--- config.mk ---
export PLATFORM = sky130hd
export DESIGN_NAME = sndstream_player
export DESIGN_NICKNAME = d
export VERILOG_FILES = /design/src/rtl/sndp_pkg.sv /design/src/rtl/sndp_tick_counter.sv /design/src/rtl/sndp_fetch.sv /design/src/rtl/sndp_chip_writer.sv /design/src/rtl/sndstream_player.sv
export SDC_FILE = /design/constraint.sdc
export NUM_CORES = 1
export LEC_CHECK = 0
export BUFFER_PORTS_ARGS = -buffer_cell sky130_fd_sc_hd__buf_2
export CAP_MARGIN = 25
export CORE_MARGIN = 3
export CORE_UTILIZATION = 35
export CTS_BUF_LIST = sky130_fd_sc_hd__clkbuf_8
export DETAILED_ROUTE_END_ITERATION = 7
export PLACE_DENSITY = 0.61
export SLEW_MARGIN = 20
export SYNTH_ARGS = -nofsm -noshare
export SYNTH_HDL_FRONTEND = slang
export SYNTH_SLANG_ARGS = --single-unit
export TNS_END_PERCENT = 50
--- constraint.sdc ---
create_clock -name clk -period 5.3 [get_ports clk]
set_clock_uncertainty 0.05 [all_clocks]
set_input_delay 1.06 -clock clk [delete_from_list [all_inputs] [get_ports clk]]
set_output_delay 1.06 -clock clk [all_outputs]
set_load 0.01 [all_outputs]
--- src/rtl/sndp_pkg.sv ---
package sndp_pkg;
  localparam logic [7:0] OP_END   = 8'h00;
  localparam logic [7:0] OP_WRITE = 8'h5A;
  localparam logic [7:0] OP_WAIT  = 8'h61;

  typedef enum logic [2:0] {
    ST_IDLE, ST_CMD, ST_P1, ST_P2, ST_CHIP
  } player_state_e;

  typedef enum logic [2:0] {
    W_IDLE, W_ADR, W_AWT, W_DAT, W_DWT
  } wr_phase_e;
endpackage

--- src/rtl/sndp_tick_counter.sv ---
module sndp_tick_counter #(
  parameter int TW = 16
) (
  input  logic          clk,
  input  logic          rst_n,
  input  logic          tick,
  output logic [TW-1:0] count
);
  always_ff @(posedge clk) begin
    if (!rst_n) count <= '0;
    else if (tick) count <= count + 1'b1;
  end

  assert_tick_count_R1: assert property (@(posedge clk) disable iff (!rst_n)
    tick |=> count == $past(count) + 1'b1);
endmodule

--- src/rtl/sndp_fetch.sv ---
module sndp_fetch #(
  parameter int AW = 16
) (
  input  logic          clk,
  input  logic          rst_n,
  input  logic          go,
  input  logic [AW-1:0] addr,
  output logic          busy,
  output logic          done,
  output logic [7:0]    byte_out,
  output logic          req_valid,
  input  logic          req_ready,
  output logic [AW-1:0] req_addr,
  input  logic          rsp_valid,
  output logic          rsp_ready,
  input  logic [7:0]    rsp_data
);
  logic wait_q;

  always_ff @(posedge clk) begin
    if (!rst_n) begin
      req_valid <= 1'b0;
      req_addr  <= '0;
      wait_q    <= 1'b0;
    end else begin
      if (go && !busy) begin
        req_valid <= 1'b1;
        req_addr  <= addr;
      end else if (req_valid && req_ready) begin
        req_valid <= 1'b0;
        wait_q    <= 1'b1;
      end else if (wait_q && rsp_valid) begin
        wait_q <= 1'b0;
      end
    end
  end

  assign busy      = req_valid || wait_q;
  assign rsp_ready = wait_q;
  assign done      = wait_q && rsp_valid;
  assign byte_out  = rsp_data;

  assert_req_hold_R9: assert property (@(posedge clk) disable iff (!rst_n)
    req_valid && !req_ready |=> req_valid && $stable(req_addr));
endmodule

--- src/rtl/sndp_chip_writer.sv ---
module sndp_chip_writer
  import sndp_pkg::*;
#(
  parameter int ADDR_WAIT = 4,
  parameter int DATA_WAIT = 8
) (
  input  logic       clk,
  input  logic       rst_n,
  input  logic       go,
  input  logic [7:0] a_in,
  input  logic [7:0] d_in,
  output logic       done,
  output logic       chip_we,
  output logic       chip_sel,
  output logic [7:0] chip_data
);
  localparam int MAXW = (ADDR_WAIT > DATA_WAIT) ? ADDR_WAIT : DATA_WAIT;
  localparam int CW   = $clog2(MAXW + 1);

  wr_phase_e     ph;
  logic [CW-1:0] cnt;
  logic [7:0]    a_q, d_q;

  always_ff @(posedge clk) begin
    if (!rst_n) begin
      ph  <= W_IDLE;
      cnt <= '0;
      a_q <= '0;
      d_q <= '0;
    end else begin
      unique case (ph)
        W_IDLE: if (go) begin
          a_q <= a_in;
          d_q <= d_in;
          ph  <= W_ADR;
        end
        W_ADR: begin
          cnt <= '0;
          ph  <= W_AWT;
        end
        W_AWT: if (cnt == CW'(ADDR_WAIT - 1)) ph <= W_DAT;
               else cnt <= cnt + 1'b1;
        W_DAT: begin
          cnt <= '0;
          ph  <= W_DWT;
        end
        W_DWT: if (cnt == CW'(DATA_WAIT - 1)) ph <= W_IDLE;
               else cnt <= cnt + 1'b1;
        default: ph <= W_IDLE;
      endcase
    end
  end

  assign chip_we   = (ph == W_ADR) || (ph == W_DAT);
  assign chip_sel  = (ph == W_DAT);
  assign chip_data = (ph == W_DAT) ? d_q : (ph == W_ADR) ? a_q : 8'h00;
  assign done      = (ph == W_DWT) && (cnt == CW'(DATA_WAIT - 1));

  assert_addr_gap_R4: assert property (@(posedge clk) disable iff (!rst_n)
    chip_we && !chip_sel |=> !chip_we);
  assert_data_gap_R4: assert property (@(posedge clk) disable iff (!rst_n)
    chip_we && chip_sel |=> !chip_we);
endmodule

--- src/rtl/sndstream_player.sv ---
module sndstream_player
  import sndp_pkg::*;
#(
  parameter int AW        = 16,
  parameter int TW        = 16,
  parameter int ADDR_WAIT = 4,
  parameter int DATA_WAIT = 8
) (
  input  logic          clk,
  input  logic          rst_n,
  input  logic          tick,
  input  logic          start,
  input  logic [AW-1:0] start_addr,
  output logic          running,
  output logic [TW-1:0] tick_count,
  output logic          mem_req_valid,
  input  logic          mem_req_ready,
  output logic [AW-1:0] mem_req_addr,
  input  logic          mem_rsp_valid,
  output logic          mem_rsp_ready,
  input  logic [7:0]    mem_rsp_data,
  output logic          chip_we,
  output logic          chip_sel,
  output logic [7:0]    chip_data
);
  player_state_e st;
  logic [AW-1:0] ptr;
  logic [15:0]   delay_q;
  logic [7:0]    cmd_q, p1_q;
  logic          run_q, pend_q;
  logic          svc, fetching, f_busy, f_done, wr_go, wr_done;
  logic [7:0]    fbyte;

  assign svc      = run_q && (st == ST_IDLE) && (tick || pend_q);
  assign fetching = (st == ST_CMD) || (st == ST_P1) || (st == ST_P2);
  assign wr_go    = (st == ST_P2) && f_done && (cmd_q == OP_WRITE);
  assign running  = run_q;

  sndp_tick_counter #(.TW(TW)) i_ticks (
    .clk(clk), .rst_n(rst_n), .tick(tick), .count(tick_count));

  sndp_fetch #(.AW(AW)) i_fetch (
    .clk(clk), .rst_n(rst_n), .go(fetching && !f_busy), .addr(ptr),
    .busy(f_busy), .done(f_done), .byte_out(fbyte),
    .req_valid(mem_req_valid), .req_ready(mem_req_ready), .req_addr(mem_req_addr),
    .rsp_valid(mem_rsp_valid), .rsp_ready(mem_rsp_ready), .rsp_data(mem_rsp_data));

  sndp_chip_writer #(.ADDR_WAIT(ADDR_WAIT), .DATA_WAIT(DATA_WAIT)) i_wr (
    .clk(clk), .rst_n(rst_n), .go(wr_go), .a_in(p1_q), .d_in(fbyte),
    .done(wr_done), .chip_we(chip_we), .chip_sel(chip_sel), .chip_data(chip_data));

  always_ff @(posedge clk) begin
    if (!rst_n) begin
      st      <= ST_IDLE;
      ptr     <= '0;
      delay_q <= '0;
      cmd_q   <= '0;
      p1_q    <= '0;
      run_q   <= 1'b0;
      pend_q  <= 1'b0;
    end else begin
      if (!run_q)   pend_q <= 1'b0;
      else if (svc) pend_q <= tick && pend_q;
      else          pend_q <= pend_q || tick;

      if (f_done) ptr <= ptr + 1'b1;

      unique case (st)
        ST_IDLE: begin
          if (!run_q) begin
            if (start) begin
              run_q   <= 1'b1;
              ptr     <= start_addr;
              delay_q <= '0;
            end
          end else if (svc) begin
            if (delay_q != '0) delay_q <= delay_q - 1'b1;
            else               st      <= ST_CMD;
          end
        end
        ST_CMD: if (f_done) begin
          cmd_q <= fbyte;
          if (fbyte == OP_END) begin
            run_q <= 1'b0;
            st    <= ST_IDLE;
          end else if (fbyte == OP_WRITE || fbyte == OP_WAIT) begin
            st <= ST_P1;
          end
        end
        ST_P1: if (f_done) begin
          p1_q <= fbyte;
          st   <= ST_P2;
        end
        ST_P2: if (f_done) begin
          if (cmd_q == OP_WAIT) begin
            delay_q <= {fbyte, p1_q};
            st      <= ST_IDLE;
          end else begin
            st <= ST_CHIP;
          end
        end
        ST_CHIP: if (wr_done) st <= ST_CMD;
        default: st <= ST_IDLE;
      endcase
    end
  end

  assert_delay_skip_R3: assert property (@(posedge clk) disable iff (!rst_n)
    svc && delay_q != '0 |=> delay_q == $past(delay_q) - 1'b1 && st == ST_IDLE && !mem_req_valid);
  assert_end_stop_R6: assert property (@(posedge clk) disable iff (!rst_n)
    st == ST_CMD && f_done && fbyte == OP_END |=> !running);
  assert_idle_quiet_R2: assert property (@(posedge clk) disable iff (!rst_n)
    !run_q |-> !mem_req_valid && !mem_rsp_ready);
  assert_wait_load_R5: assert property (@(posedge clk) disable iff (!rst_n)
    st == ST_P2 && f_done && cmd_q == OP_WAIT |=> delay_q == {$past(fbyte), $past(p1_q)});
endmodule

==> flow_summary.yaml, run 1 <==
run_status:
  status: "completed"
timing:
  fmax_mhz: 332
  fin_setup_tns_ns: 0
  drv_slew: 0
  slew_headroom: 0.428
  setup_violations: 0
  worst_pin_slew_ns: 0.856
  hold_violations: 0
  fin_crit_ns: 3.01
  finalCritPeriodShare: 0.567
  fin_ws_ns: 2.29
  rsz0062_at_grt: "false"
setup_path:
  crit_fanout: 17
  required_ns: 4.19
  r2r-start: "delay_q[0]"
  arrival_ns: 1.90
  cp-startpoint: "i_wr.ph[1]"
  rrSetupSlack_ns: 2.38
  crit_path_start_kind: "register"
  worstSetupPathType: "register to primary output"
  cp-end-kind: "primary output"
floorplan:
  core_area_sq_um: 14600
  die-width_um: 128
  die_area_sq_um: 16400
  start_util: 0.358
  fp.dieH_um: 128
  rows: 44
  ios: 75
grt:
  grt_pass1_vias: 4317
  grt_overflow: 0
  grt_pass1_wl_mm: 21.8
  antenna_found_initial: 0
  grtUsageTotal: 0.162
  grt_max_degree: 60
clocking:
  cts_hold_buf: 0
  clock-root-buffer: "clkbuf_8"
  cts_buffers: 9
  cts_buffer_depth: 2
  clock_latency_ns: 0.40
  clkTransAtPathRegs_ns: 0.12
  postCtsSetupRepairBufs: 0
  cts_resized: 0
  htreeDepth: 3
  cts.sinks: 110
  cts_tree: "built"
drt:
  routed_wl_mm: 13.3
  detail_route.iter0.violations: 274
  drt-wirelength-per-cell_um: 15.3
  vias_per_cell: 5.38
  drc: 0
  firstDrtPassIters: 7
  final_antenna_net_count: 0
  via_count: 4674
synth:
  synth_adder_area_share: 0.0115
  syn_nets: 667
  syn_area_per_cell_sq_um: 8.25
  synthArstFlopShare: 0
  synthDistinctLibCells: 61
  seq_area_frac_synth: 0.422
  synthMuxAreaShare: 0.0712
  yosysWarningCount: 0
  synth_top_family_by_area: "simple AND/OR/NAND/NOR gates"
  synthFlopType: "dfxtp_1"
  synth_compound_area_frac: 0.156
  yosys.area_share.xor_xnor: 0.0570
  synth_edf_count: 0
  ys_ff_latch: 110
  synth_simple_gate_area_frac: 0.240
  netlist_instances: 633
  syn-cell-area_sq_um: 5220
place:
  dp_hpwl_mm: 9.56
  gp_congestion: 0.883
  port_buffers: 74
  dp_slack_ns: 2.09
job:
  maxCapViolations: 0
layout:
  syn2layout_area_growth_pct: 13.3
  fillerInstances: 1467
  fin_nets: 713
  finish.utilization: 0.406
  final_common_cell: "dfxtp_1"
  antenna_cells: 0
  regArea_sq_um: 2200
  drive_above_1_share: 0.165
  final_cell_mix: "110 x dfxtp_1, 82 x nor2_1, 79 x nand2_1"
  multiInputGateArea_sq_um: 2820
worst_hold_path:
  hold_path_class: "register to register"
  min_from: "i_fetch.req_addr[7]"
power_and_ir_drop:
  p_leak_nw: 2.19
  power_density_nw_per_um2: 293
  peakVddDrop_mv: 0.109
[logic make-up after synthesis]
logic type               Yosys count
buffers and inverters             55
AO/OA/AOI/OAI                    126
multiplexers                      37
adder cells (fa/ha/maj)            5
AND/OR/NAND/NOR                  266
flip-flops                       110
XOR/XNOR                          34
[critical path: stages, from the launching register on]
cell and delay (ns):
dfxtp_1 0.89, mux2i_1 0.36, nor2_1 0.09, buf_2 0.16
[report_power, final]
part           internal (mW)  switching [mW]
combinational          0.119           0.185
clock                  0.225           0.301
sequential             0.862          0.0418
[worst paths after layout]
kind              cells past startpoint                  end
setup / recovery                      3         chip_data[5]
hold / removal                        2  i_fetch.req_addr[7]
setup reg to reg                      7           delay_q[7]
hold reg to reg                       2  i_fetch.req_addr[7]
[sequential cells by signal, summed over array words and instances, names as in the netlist]
signal             cells
delay_q               16
i_fetch.rsp_ready      1
i_wr.d_q               8
running                1
i_wr.cnt               4
i_fetch.req_valid      1
st                     3
i_fetch.req_addr      16
cmd_q                  8
i_wr.a_q               8
p1_q                   8
i_wr.ph                3
ptr                   16
i_ticks.count         16
pend_q                 1
[layout make-up]
cell class,count,share of cell area
Clock buffer,9,0.0209
Clock inverter,7,0.0140
Inverter,11,0.00698
Multi-Input combinational cell,468,0.476
Sequential cell,110,0.372
Tap cell,184,0.0389
Timing Repair Buffer,79,0.0710
[through the flow]
| stage | power [mW] | hold WS, ns | cells | instance area, sq um |
|---|---|---|---|---|
| after floorplan | 1.15 | 0.386 | 633 | 5220 |
| after CTS | 1.75 | 0.415 | 867 | 5890 |
| after global placement | 1.22 | 0.394 | 851 | 5690 |
| after detailed placement | 1.22 | 0.399 | 851 | 5690 |
| final | 1.73 | 0.410 | 868 | 5920 |
| after global routing | 1.83 | 0.429 | 868 | 5920 |
[synthesized netlist by cell type (2+ instances only)]
library cell / count / share of area
nand3_1: 22 / 0.021
clkbuf_1: 40 / 0.029
a211oi_1: 17 / 0.024
a21oi_1: 49 / 0.047
nor4_1: 9 / 0.011
or3b_2: 2 / 0.0034
nand4_1: 12 / 0.014
o31ai_1: 11 / 0.016
xnor2_1: 17 / 0.029
nor3b_1: 2 / 0.0029
nand2_1: 79 / 0.057
nor3_1: 17 / 0.016
and2_1: 2 / 0.0024
mux2i_1: 36 / 0.069
a2111oi_0: 2 / 0.0034
buf_2: 3 / 0.0029
a22oi_1: 3 / 0.0043
or2_2: 6 / 0.0072
o211a_1: 3 / 0.0058
inv_1: 10 / 0.0072
dfxtp_1: 110 / 0.42
and3_1: 7 / 0.0084
nand3b_1: 2 / 0.0029
a31oi_1: 2 / 0.0024
o21ai_0: 14 / 0.013
o311ai_0: 3 / 0.0050
nand2b_1: 5 / 0.0060
nor2_1: 82 / 0.059
o2111ai_1: 3 / 0.0050
or4_1: 6 / 0.0086
xor2_1: 17 / 0.029
o21a_1: 3 / 0.0043
or3_1: 6 / 0.0072
ha_1: 4 / 0.0096
[per-layer routing]
metal	global-route usage	wire length [um]	vias to the layer above	share of wire
li1	-	-	2334	-
met1	0.218	6120	2208	0.46
met2	0.261	6280	119	0.47
met3	0.0271	698	13	0.052
met4	0.0599	214	0	0.016
met5	0	0	-	0
No activity file was read; power rests on OpenSTA's default activity.
==> run 2: changes to the inputs <==
PLACE_DENSITY = 0.63   (was 0.61)
clock period = 2.5 ns   (was 5.3 ns; I/O delays follow)
==> flow_summary.yaml, run 2 (same netlist as run 1, synthesis figures left out) <==
run_status:
  status: "completed"
layout:
  final_common_cell: "dfxtp_1"
  drive_above_1_share: 0.206
  syn2layout_area_growth_pct: 16.6
  fillerInstances: 1449
  fin_nets: 739
  final_cell_mix: "107 x dfxtp_1, 82 x nor2_1, 79 x nand2_1"
  antenna_cells: 0
setup_path:
  worstSetupPathType: "register to register"
  reg2regPathDepth: 7
  crit_fanout: 3
  required_ns: 2.75
  cp-startpoint: "delay_q[1]"
  arrival_ns: 2.63
  crit_path_start_kind: "register"
  r2r-start: "delay_q[1]"
  cp-end-kind: "register"
drt:
  firstDrtPassIters: 5
  via_count: 4815
  drc: 0
  routed_wl_mm: 13.8
  vias_per_cell: 5.39
  detail_route.iter0.violations: 363
  final_antenna_net_count: 0
  drt-wirelength-per-cell_um: 15.5
grt:
  grt_pass1_wl_mm: 22.8
  grtUsageTotal: 0.171
  antenna_found_initial: 0
  grt_pass1_vias: 4638
  grt_overflow: 0
  grt_max_degree: 33
timing:
  rsz0062_at_grt: "false"
  slew_headroom: 0.504
  fin_setup_tns_ns: 0
  fin_ws_ns: 0.112
  hold_violations: 0
  setup_violations: 0
  fmax_mhz: 419
  fin_crit_ns: 2.39
  finalCritPeriodShare: 0.955
  worst_pin_slew_ns: 0.744
  drv_slew: 0
worst_hold_path:
  min_from: "mem_req_ready"
  hold_path_depth: 3
  hold_path_class: "input pin to register"
power_and_ir_drop:
  peakVddDrop_mv: 0.242
  p_sw_frac: 0.317
  clkPwrFrac: 0.282
  p_int_mw: 2.52
  power_density_nw_per_um2: 605
  p_sw_mw: 1.17
  p_leak_nw: 2.30
  pwr-share-seq: 0.519
  combPwrFrac: 0.199
clocking:
  cts_tree: "built"
  cts_buffer_depth: 2
  cts.sinks: 110
  clock-root-buffer: "clkbuf_8"
  postCtsSetupRepairBufs: 0
  clkTransAtPathRegs_ns: 0.11
  cts_hold_buf: 0
  htreeDepth: 3
  clock_latency_ns: 0.39
  cts_buffers: 9
floorplan:
  core_area_sq_um: 14600
  start_util: 0.358
  die-width_um: 128
  rows: 44
  ios: 75
  die_area_sq_um: 16400
  fp.dieH_um: 128
place:
  dp_slack_ns: 0.00116
  dp_hpwl_mm: 10.1
  gp_congestion: 0.877
  port_buffers: 74
job:
  maxCapViolations: 0
[run 2: final timing paths]
kind | end | slack, ns
worst min register to register | i_fetch.req_addr[0] | 0.41
worst min-delay path | i_fetch.rsp_ready | 0.32
worst max register to register | st[1] | 0.11
worst max-delay path | st[1] | 0.11
[run 2: timing repair]
item | in CTS | in global routing
endpoints found under the setup margin | 1 | 10
gates resized for setup | 2 | 5
pin swaps | 0 | 1
[run 2: stage by stage]
stage                     instances  hold slack, ns  power, mW   util  cell area, sq um
final                           894           0.320       3.68  0.417              6090
after global routing            894           0.308       3.88  0.417              6090
after CTS                       894           0.298       3.71  0.417              6080
after detailed placement        878           0.397       2.67  0.404              5890
after global placement          878           0.394       2.65  0.404              5890
after floorplan                 633           0.386       2.43      -              5230
[run 2: power by group through the flow]
stage                     clock, mW  combinational, mW  sequential (mW)
after floorplan                   0              0.499             1.93
after global placement            0              0.706             1.94
final                          1.04              0.733             1.91
after global routing           1.14              0.809             1.93
after CTS                      1.07              0.728             1.91
after detailed placement          0              0.718             1.95
[run 2: layer usage]
layer | wire length [um] | part of all wire | GRT usage
met2 | 6510 | 0.47 | 0.278
met3 | 504 | 0.036 | 0.0263
met5 | 0 | 0 | 0
met1 | 6530 | 0.47 | 0.225
met4 | 301 | 0.022 | 0.0755
[run 2: final cells by class]
type | count | area, sq um | area share
multi-input combinational | 468 | 2830 | 0.464
sequential | 110 | 2210 | 0.362
timing repair buffer | 105 | 603 | 0.0991
tap | 184 | 230 | 0.0378
clock buffer | 9 | 124 | 0.0203
clock inverter | 7 | 56.3 | 0.00925
inverter | 11 | 41.3 | 0.00678
[run 2: worst max-delay path: stages (launching register included)]
cell     delay [ns]
dfxtp_2        0.34
inv_2          0.06
ha_2           0.17
or4b_4         0.46
or4_4          0.45
nand2_1        0.08
or4b_4         0.48
o32ai_2        0.21
==> run 3: changes to the inputs <==
ABC_AREA = 1   (was default)
==> flow_summary.yaml, run 3 <==
setup_path:
  required_ns: 1.95
  cp-end-kind: "primary output"
  worstSetupPathType: "register to primary output"
  cp-startpoint: "i_wr.ph[2]"
  crit_fanout: 9
  arrival_ns: 1.68
  crit_path_start_kind: "register"
  r2r-start: "st[0]"
synth:
  synth_compound_area_frac: 0.157
  yosysMostFrequentCell: "nor2_1"
  yosysTopAreaCell: "dfxtp_1"
  synthMuxAreaShare: 0
  ys_ff_latch: 110
  synth_simple_gate_area_frac: 0.312
  synthFlopType: "dfxtp_1"
  syn_area_per_cell_sq_um: 6.68
  yosysWarningCount: 0
  synthArstFlopShare: 0
  synth.top_cells.by_count: "146 x nor2_1, 143 x nand2_1, 111 x inv_1, 110 x dfxtp_1, 76 x o21ai_0"
  yosys.area_share.xor_xnor: 0.0174
  yosys.area.top_type_share: 0.398
  synth_adder_area_share: 0.00905
  ys_top_cells_by_area: "dfxtp_1 40%, nor2_1 9.9%, nand2_1 9.7%, inv_1 7.5%, o21ai_0 6.9%"
  synthDistinctLibCells: 43
  netlist_instances: 828
  syn_nets: 862
  syn-cell-area_sq_um: 5530
  seq_area_frac_synth: 0.398
  synth_edf_count: 0
  synth_top_family_by_area: "simple AND/OR/NAND/NOR gates"
timing:
  worst_pin_slew_ns: 0.642
  fin_setup_tns_ns: 0
  hold_violations: 0
  fin_crit_ns: 2.23
  setup_violations: 0
  drv_slew: 0
  fmax_mhz: 448
  finalCritPeriodShare: 0.892
  slew_headroom: 0.572
  fin_ws_ns: 0.270
  rsz0062_at_grt: "false"
drt:
  firstDrtPassIters: 5
  drt-wirelength-per-cell_um: 12.0
  top_layer_used: "met4"
  dr_wl_met2_mm: 5.59
  wl_met1_mm: 6.88
  routed_wl_mm: 13.3
  via_count: 5213
  vias_per_cell: 4.70
  final_antenna_net_count: 0
  dr_wl_met3_um: 726
  drc: 0
  detail_route.iter0.violations: 383
layout:
  finish.utilization: 0.409
  final_common_cell: "nor2_1"
  regArea_sq_um: 2200
  final_cell_mix: "146 x nor2_1, 143 x nand2_1, 111 x inv_1"
  antenna_cells: 0
  fillerInstances: 1657
  drive_above_1_share: 0.134
  layoutNonFillerInstCount: 1109
  fin_nets: 927
  multiInputGateArea_sq_um: 2740
  syn2layout_area_growth_pct: 13.4
clocking:
  clock-root-buffer: "clkbuf_8"
  clock_latency_ns: 0.39
  postCtsSetupRepairBufs: 0
  cts_resized: 0
  htreeDepth: 3
  cts.sinks: 110
  clkTransAtPathRegs_ns: 0.10
  cts_buffers: 9
  cts_tree: "built"
  cts_hold_buf: 0
  cts_buffer_depth: 2
worst_hold_path:
  min_from: "mem_rsp_data[2]"
  hold_path_class: "input pin to register"
place:
  port_buffers: 74
  gp_congestion: 0.824
  place_inst: 1093
  dp_hpwl_mm: 9.53
  dp_slack_ns: 0.558
power_and_ir_drop:
  p_total_mw: 5.40
  p_leak_nw: 2.89
  power_density_nw_per_um2: 862
  peakVddDrop_mv: 0.403
floorplan:
  start_util: 0.361
  core_area_sq_um: 15300
  fp.dieH_um: 132
  rows: 45
  ios: 75
  die_area_sq_um: 17300
  die-width_um: 132
run_status:
  status: "completed"
grt:
  grt_max_degree: 65
  antenna_found_initial: 0
  grt_pass1_vias: 4786
  grt_overflow: 0
  grtUsageTotal: 0.155
  grt_pass1_wl_mm: 22.8
job:
  maxCapViolations: 0
[run 3: changes by cell type after synthesis, moves of 13 or more]
cell / change
inv_1: +101
nand2_1: +64
nor2_1: +64
o21ai_0: +62
mux2i_1: -36
nand3_1: +32
clkbuf_1: -26
a211oi_1: -17
xnor2_1: -13
[run 3: area by class of cell]
cell class / instances / area share
Inverter: 118 / 0.0712
Clock inverter: 5 / 0.00539
Multi-Input combinational cell: 572 / 0.437
Timing Repair Buffer: 82 / 0.0686
Sequential cell: 110 / 0.351
Clock buffer: 11 / 0.0241
Tap cell: 211 / 0.0421
[run 3: logic make-up after synthesis]
group | Yosys count
xor gates and xnor gates | 11
DFF | 110
buffers and inverters | 146
AOI/OAI and AO/OA | 164
and+or+nand+nor | 393
adders and majority gates | 4
[run 3: worst max-delay path, cell delays in order, from the launching register on]
cell and delay (ns):
dfxtp_1 0.31, inv_1 0.08, nand2_1 0.11, nor2_1 0.14, clkinv_1 0.26, o22ai_1 0.22
buf_2 0.17
[run 3: power breakdown]
group | internal, mW | switching, mW
logic | 0.712 | 1.30
clock network | 0.416 | 0.624
registers | 2.06 | 0.294
[run 3: metrics by stage]
stage / cell area (sq um) / hold slack (ns)
after floorplan: 5530 / 0.407
after global placement: 6090 / 0.378
after detailed placement: 6090 / 0.381
after CTS: 6270 / 0.303
after global routing: 6270 / 0.312
final: 6270 / 0.324
[run 3: metal layers]
| layer | GRT usage | up-vias |
|---|---|---|
| li1 | - | 2791 |
| met1 | 0.220 | 2292 |
| met2 | 0.236 | 117 |
| met3 | 0.0406 | 13 |
| met4 | 0.0373 | 0 |
| met5 | 0 | - |
[run 3: worst paths after layout]
path                              end  slack (ns)  cells past startpoint
setup reg to reg               ptr[2]        0.58                      7
setup / recovery         chip_data[2]        0.27                      6
hold / removal            i_wr.d_q[2]        0.32                      3
hold reg to reg   i_fetch.req_addr[5]        0.39                      2
